[src/rtl/ud_cnt_pkg.sv]
// Package: shared radix selector and top-value helper for the counter digit.
// Assumes: WIDTH is at least 4 whenever the decade radix is chosen.
package ud_cnt_pkg;

    typedef enum logic {
        RADIX_BINARY = 1'b0,
        RADIX_DECADE = 1'b1
    } radix_e;

    // Largest legal count for a given radix and field width.
    function automatic int unsigned top_value(radix_e radix, int unsigned width);
        return (radix == RADIX_DECADE) ? 9 : ((1 << width) - 1);
    endfunction

endpackage

[src/rtl/ud_step.sv]
// Module: ud_step
// Computes the count the digit would take on a counting edge, given the
// present count and direction. In decade mode codes above the top value
// are steered straight back into range.
// Assumes: cur is the stored count; no clocked state here.
module ud_step #(
    parameter int unsigned        W     = 4,
    parameter ud_cnt_pkg::radix_e RADIX = ud_cnt_pkg::RADIX_DECADE
) (
    input  logic [W-1:0] cur,
    input  logic         up,
    output logic [W-1:0] nxt
);
    localparam logic [W-1:0] TOP = W'(ud_cnt_pkg::top_value(RADIX, W));

    generate
        if (RADIX == ud_cnt_pkg::RADIX_DECADE) begin : g_decade
            // Decade step: wrap at 9/0 and pull illegal codes to 0 or 9.
            always_comb begin
                if (up) begin
                    nxt = (cur >= TOP) ? '0 : cur + 1'b1;
                end else if (cur > TOP) begin
                    nxt = TOP;
                end else if (cur == '0) begin
                    nxt = TOP;
                end else begin
                    nxt = cur - 1'b1;
                end
            end
        end else begin : g_binary
            // Binary step: plain modulo-2^W increment or decrement.
            always_comb begin
                nxt = up ? cur + 1'b1 : cur - 1'b1;
            end
        end
    endgenerate
endmodule

[src/rtl/ud_carry.sv]
// Module: ud_carry
// Active-low carry out: low only while the digit is enabled and sits at
// the terminal value of the present direction. Purely combinational so a
// carry ripples through a chain within one clock period.
// Assumes: cur is the visible count (overrides already applied).
module ud_carry #(
    parameter int unsigned        W     = 4,
    parameter ud_cnt_pkg::radix_e RADIX = ud_cnt_pkg::RADIX_DECADE
) (
    input  logic [W-1:0] cur,
    input  logic         up,
    input  logic         ci_n,
    output logic         co_n
);
    localparam logic [W-1:0] TOP = W'(ud_cnt_pkg::top_value(RADIX, W));

    logic at_end;

    // Terminal detect for the selected direction; illegal codes never match.
    always_comb begin
        at_end = up ? (cur == TOP) : (cur == '0);
        co_n   = ~(~ci_n & at_end);
    end
endmodule

[src/rtl/ud_digit_counter.sv]
// Module: ud_digit_counter
// One presettable up/down digit. The clear and load controls are level
// sensitive: they override the visible count at once and are captured
// into the stored count on the next rising edge. Counting is enabled by
// an active-low carry in; the carry out feeds the next digit's carry in.
// Assumes: clear or load is held across at least one rising edge when
// the stored value must keep it after release.
module ud_digit_counter #(
    parameter int unsigned        W     = 4,
    parameter ud_cnt_pkg::radix_e RADIX = ud_cnt_pkg::RADIX_DECADE
) (
    input  logic         clk,
    input  logic         clr,
    input  logic         load,
    input  logic         ci_n,
    input  logic         up,
    input  logic [W-1:0] jam,
    output logic [W-1:0] count,
    output logic         co_n
);
    localparam logic [W-1:0] TOP = W'(ud_cnt_pkg::top_value(RADIX, W));

    logic [W-1:0] state_q;
    logic [W-1:0] step_nxt;

    ud_step #(.W(W), .RADIX(RADIX)) u_step (
        .cur (state_q),
        .up  (up),
        .nxt (step_nxt)
    );

    // Stored count: clear beats load beats counting; disabled edges hold.
    always_ff @(posedge clk) begin
        if (clr) begin
            state_q <= '0;
        end else if (load) begin
            state_q <= jam;
        end else if (!ci_n) begin
            state_q <= step_nxt;
        end
    end

    // Visible count: the level overrides appear without waiting for an edge.
    always_comb begin
        if (clr) begin
            count = '0;
        end else if (load) begin
            count = jam;
        end else begin
            count = state_q;
        end
    end

    ud_carry #(.W(W), .RADIX(RADIX)) u_carry (
        .cur  (count),
        .up   (up),
        .ci_n (ci_n),
        .co_n (co_n)
    );

    // a clear seen at an edge leaves the stored count at zero.
    assert_clear_R1: assert property (@(posedge clk)
        clr |=> (state_q == '0));

    // a load seen at an edge stores the jam value of that edge.
    assert_load_R2: assert property (@(posedge clk) disable iff (clr)
        load |=> (state_q == $past(jam)));

    // a disabled digit keeps its stored value.
    assert_hold_R6: assert property (@(posedge clk) disable iff (clr)
        (!load && ci_n) |=> $stable(state_q));

    // the carry out can only be active while the carry in is active.
    assert_carry_gate_R7: assert property (@(posedge clk) disable iff (clr)
        !co_n |-> !ci_n);

    // one counting edge moves an out-of-range code back into range.
    assert_recover_R8: assert property (@(posedge clk) disable iff (clr)
        (!load && !ci_n && state_q > TOP) |=> (state_q <= TOP));

    // no carry is issued while an out-of-range code is shown.
    assert_no_carry_illegal_R8: assert property (@(posedge clk) disable iff (clr)
        (count > TOP) |-> co_n);
endmodule

[config.mk]
export PLATFORM = sky130hd
export DESIGN_NAME = ud_digit_counter
export DESIGN_NICKNAME = d
export VERILOG_FILES = /design/src/rtl/ud_cnt_pkg.sv /design/src/rtl/ud_step.sv /design/src/rtl/ud_carry.sv /design/src/rtl/ud_digit_counter.sv
export SDC_FILE = /design/constraint.sdc
export NUM_CORES = 1
export LEC_CHECK = 0
export ABC_AREA = 1
export CORE_AREA = 2 2 39 41
export DETAILED_ROUTE_END_ITERATION = 10
export DIE_AREA = 0 0 41 43
export DONT_BUFFER_PORTS = 1
export HOLD_SLACK_MARGIN = 0.06
export PLACE_DENSITY_LB_ADDON = 0.2
export SETUP_SLACK_MARGIN = 0.1
export SLEW_MARGIN = 20
export SYNTH_ARGS = -nofsm -noshare
export SYNTH_HDL_FRONTEND = slang
export SYNTH_SLANG_ARGS = --single-unit
[constraint.sdc]
create_clock -name clk -period 3.9 [get_ports clk]
set_input_delay 1.17 -clock clk [delete_from_list [all_inputs] [get_ports clk]]
set_output_delay 1.17 -clock clk [all_outputs]
set_load 0.005 [all_outputs]
==> impl_metrics.env, run 1 <==
export IMPL_status="finished, final reports clean"
export IMPL_largest_register_ffs=4
export IMPL_tns_ps=0
export IMPL_hold_buffers=0
export IMPL_diodes=0
export IMPL_vias_per_cell=4.76
export IMPL_cts_sinks=4
export IMPL_period_needed_ps=2890
export IMPL_vias=476
export IMPL_hold_viol_final=0
export IMPL_wirelength_mm=1.01
export IMPL_syn_avg_cell_area_um2=6.15
export IMPL_first_global_vias=505
export IMPL_cp_max_fo=3
export IMPL_ys_types=22
export IMPL_areaGrowthSynthToFinish_pct=6.20
export IMPL_r2r_slack_ps=2460
export IMPL_power_leakage_uw=0.000278
export IMPL_async_reset_ff_share_pct=0
export IMPL_syn_num_nets=95
export IMPL_die_w_um=41
export IMPL_yosysWarnings=0
export IMPL_numCtsBuffers=3
export IMPL_clockBufferDepth=2
export IMPL_max_vdd_ir_drop_v=0.000145
export IMPL_ctsResizeCount=0
export IMPL_hp_start="state_q[0]"
export IMPL_fillCellCount=154
export IMPL_synth_top_area_share_pct=19.4
export IMPL_nNetsFinal=99
export IMPL_min_period_over_period_pct=74.1
export IMPL_clk_pin_slew_ps=40
export IMPL_dp_hpwl_um=875
export IMPL_crit_arrival_ps=1720
export IMPL_dr_pass1_iters=4
export IMPL_synth_edf_count=0
export IMPL_antenna_found_initial=0
export IMPL_pin_count=14
export IMPL_p_total_uw=152
export IMPL_insertion_delay_ps=230
export IMPL_hold_ws_ps=762
export IMPL_drive_above_1_share_pct=19.0
export IMPL_ys_flop_type="dfxtp_1"
export IMPL_hold_path_end="state_q[0]"
export IMPL_cts_setup_buffers=0
export IMPL_routedWlPerCell_um=10.1
export IMPL_tightest_slew_ps=440
export IMPL_htree_levels=1
export IMPL_cap_violations=0
export IMPL_syn_cell_area_um2=504
export IMPL_hold_path_class="register to register"
export IMPL_finalSetupViolCount=0
export IMPL_gp_congestion=0.728
export IMPL_rows=14
export IMPL_die_h_um=43
export IMPL_cts_tree="yes"
export IMPL_hold_path_depth=3
export IMPL_end_kind="output pin"
export IMPL_root_buffer="clkbuf_4"
export IMPL_post_route_drc_count=0
export IMPL_initial_utilization_pct=36.4
export IMPL_r2r_start="state_q[0]"
export IMPL_grt_overflow_total=0
export IMPL_synth_commonest_cells="nand2_1, inv_1, nand3_1"
export IMPL_synth_top_area_cell="nand2_1"
export IMPL_grt_pass1_wl_mm=1.90
export IMPL_top_regs="state_q: 4 flops"
export IMPL_synth_most_common_cell="nand2_1"
export IMPL_regMostFlops="state_q"
export IMPL_r2r_end="state_q[3]"
export IMPL_criticalPathCategory="input port to output pin"
export IMPL_power_density_nw_per_um2=284
export IMPL_r2r_worst_path_cells=10
export IMPL_skew_ps=3.70
export IMPL_grt_max_degree=8
export IMPL_coreArea_um2=1380
export IMPL_cp_start_kind="input port"
export IMPL_die_area_um2=1760
export IMPL_rsz0062_at_grt="false"
export IMPL_grt_use_total_pct=15.5
export IMPL_drtIter0Drc=4
export IMPL_drv_slew=0
export IMPL_ys_top_cells_by_area="nand2_1, dfxtp_1, ha_1"
export IMPL_seq_area_frac_synth_pct=15.9
export IMPL_ant_nets=0
export IMPL_synth_seq_cells=4
export IMPL_synth_cells=82
export IMPL_port_buffers=0
export IMPL_fmaxAchievable_mhz=346
export IMPL_cp_required_ps=2730
export IMPL_slew_headroom_pct=70.6
[stage by stage]
step                util [%]  worst slack [ps]  std cells  instance area [µm²]
CTS                     38.7              1010        100                  536
global placement        37.1               999         97                  513
global route            38.7               913        100                  536
finish                  38.7              1010        100                  536
floorplan                  -              1070         82                  504
detailed placement      37.1              1010         97                  513
[layout make-up]
cell class,instances,area (µm²),area share (%)
multi-input cells,64,357,66.6
clock buffers,3,22.5,4.21
inverters,13,56.3,10.5
well taps,16,20.0,3.74
flip-flops and latches,4,80.1,15.0
[how the worst max path moves through the flow]
stage                       from   end  slack [ps]  cells past startpoint
after floorplan           jam[3]  co_n        1070                      6
after global placement    jam[3]  co_n        1000                      6
after detailed placement  jam[3]  co_n        1010                      6
after CTS                 jam[3]  co_n        1010                      6
after global routing      jam[3]  co_n         910                      6
final                     jam[3]  co_n        1010                      6
[routing by layer]
metal / GRT usage [%] / part of all wire [%]
met1: 18.3 / 46
met2: 24.7 / 49
met5: 0 / 0
met3: 6.28 / 5.0
met4: 4.00 / 0
[power by group]
part	leakage, µW	switching [µW]	internal, µW
Clock	0.0000138	14.1	34.2
Combinational	0.000231	31.6	20.4
Sequential	0.0000330	7.15	44.6
[cells in the final DEF, fill, tap and decap left out]
master	count
nand2_1	26
o21ai_0	6
nor2_2	1
a21oi_1	1
nor2_4	1
nand4_1	1
o22ai_2	1
nand2_2	3
inv_8	1
dfxtp_1	4
nor2_1	2
o21ai_1	5
inv_1	8
clkbuf_4	3
nand3_1	7
clkinv_1	1
inv_2	3
a21oi_2	2
xor2_1	2
nand2_4	1
ha_1	4
nor3_1	1
[cells by family after synthesis]
group,after synthesis,synth area share [%]
and+or+nand+nor,43,39.5
AOI/OAI and AO/OA,15,17.9
buffers and inverters,14,13.4
adders and majority gates,4,9.93
DFF,4,15.9
xor gates and xnor gates,2,3.47
[critical path: stages]
cell	delay [ps]
nand2_1	50
clkinv_1	80
a21oi_2	140
nor2_2	70
o21ai_1	110
nand3_1	100
Power figures use the tool's default switching activity.
==> run 2, diff against run 1 <==
Clock period 3.9 ns to 2.9 ns, I/O delays scaled along.
==> results of run 2 <==
The final DEF is identical to that of run 1. Status: finished, final reports clean.
Main changes from that run: setup slack after placement 1010 ps -> 610 ps; setup slack after layout 1010 ps -> 611 ps; register-to-register setup slack 2460 ps -> 1460 ps; total power 152 µW -> 205 µW; worst IR drop on VDD 0.000145 V -> 0.000195 V
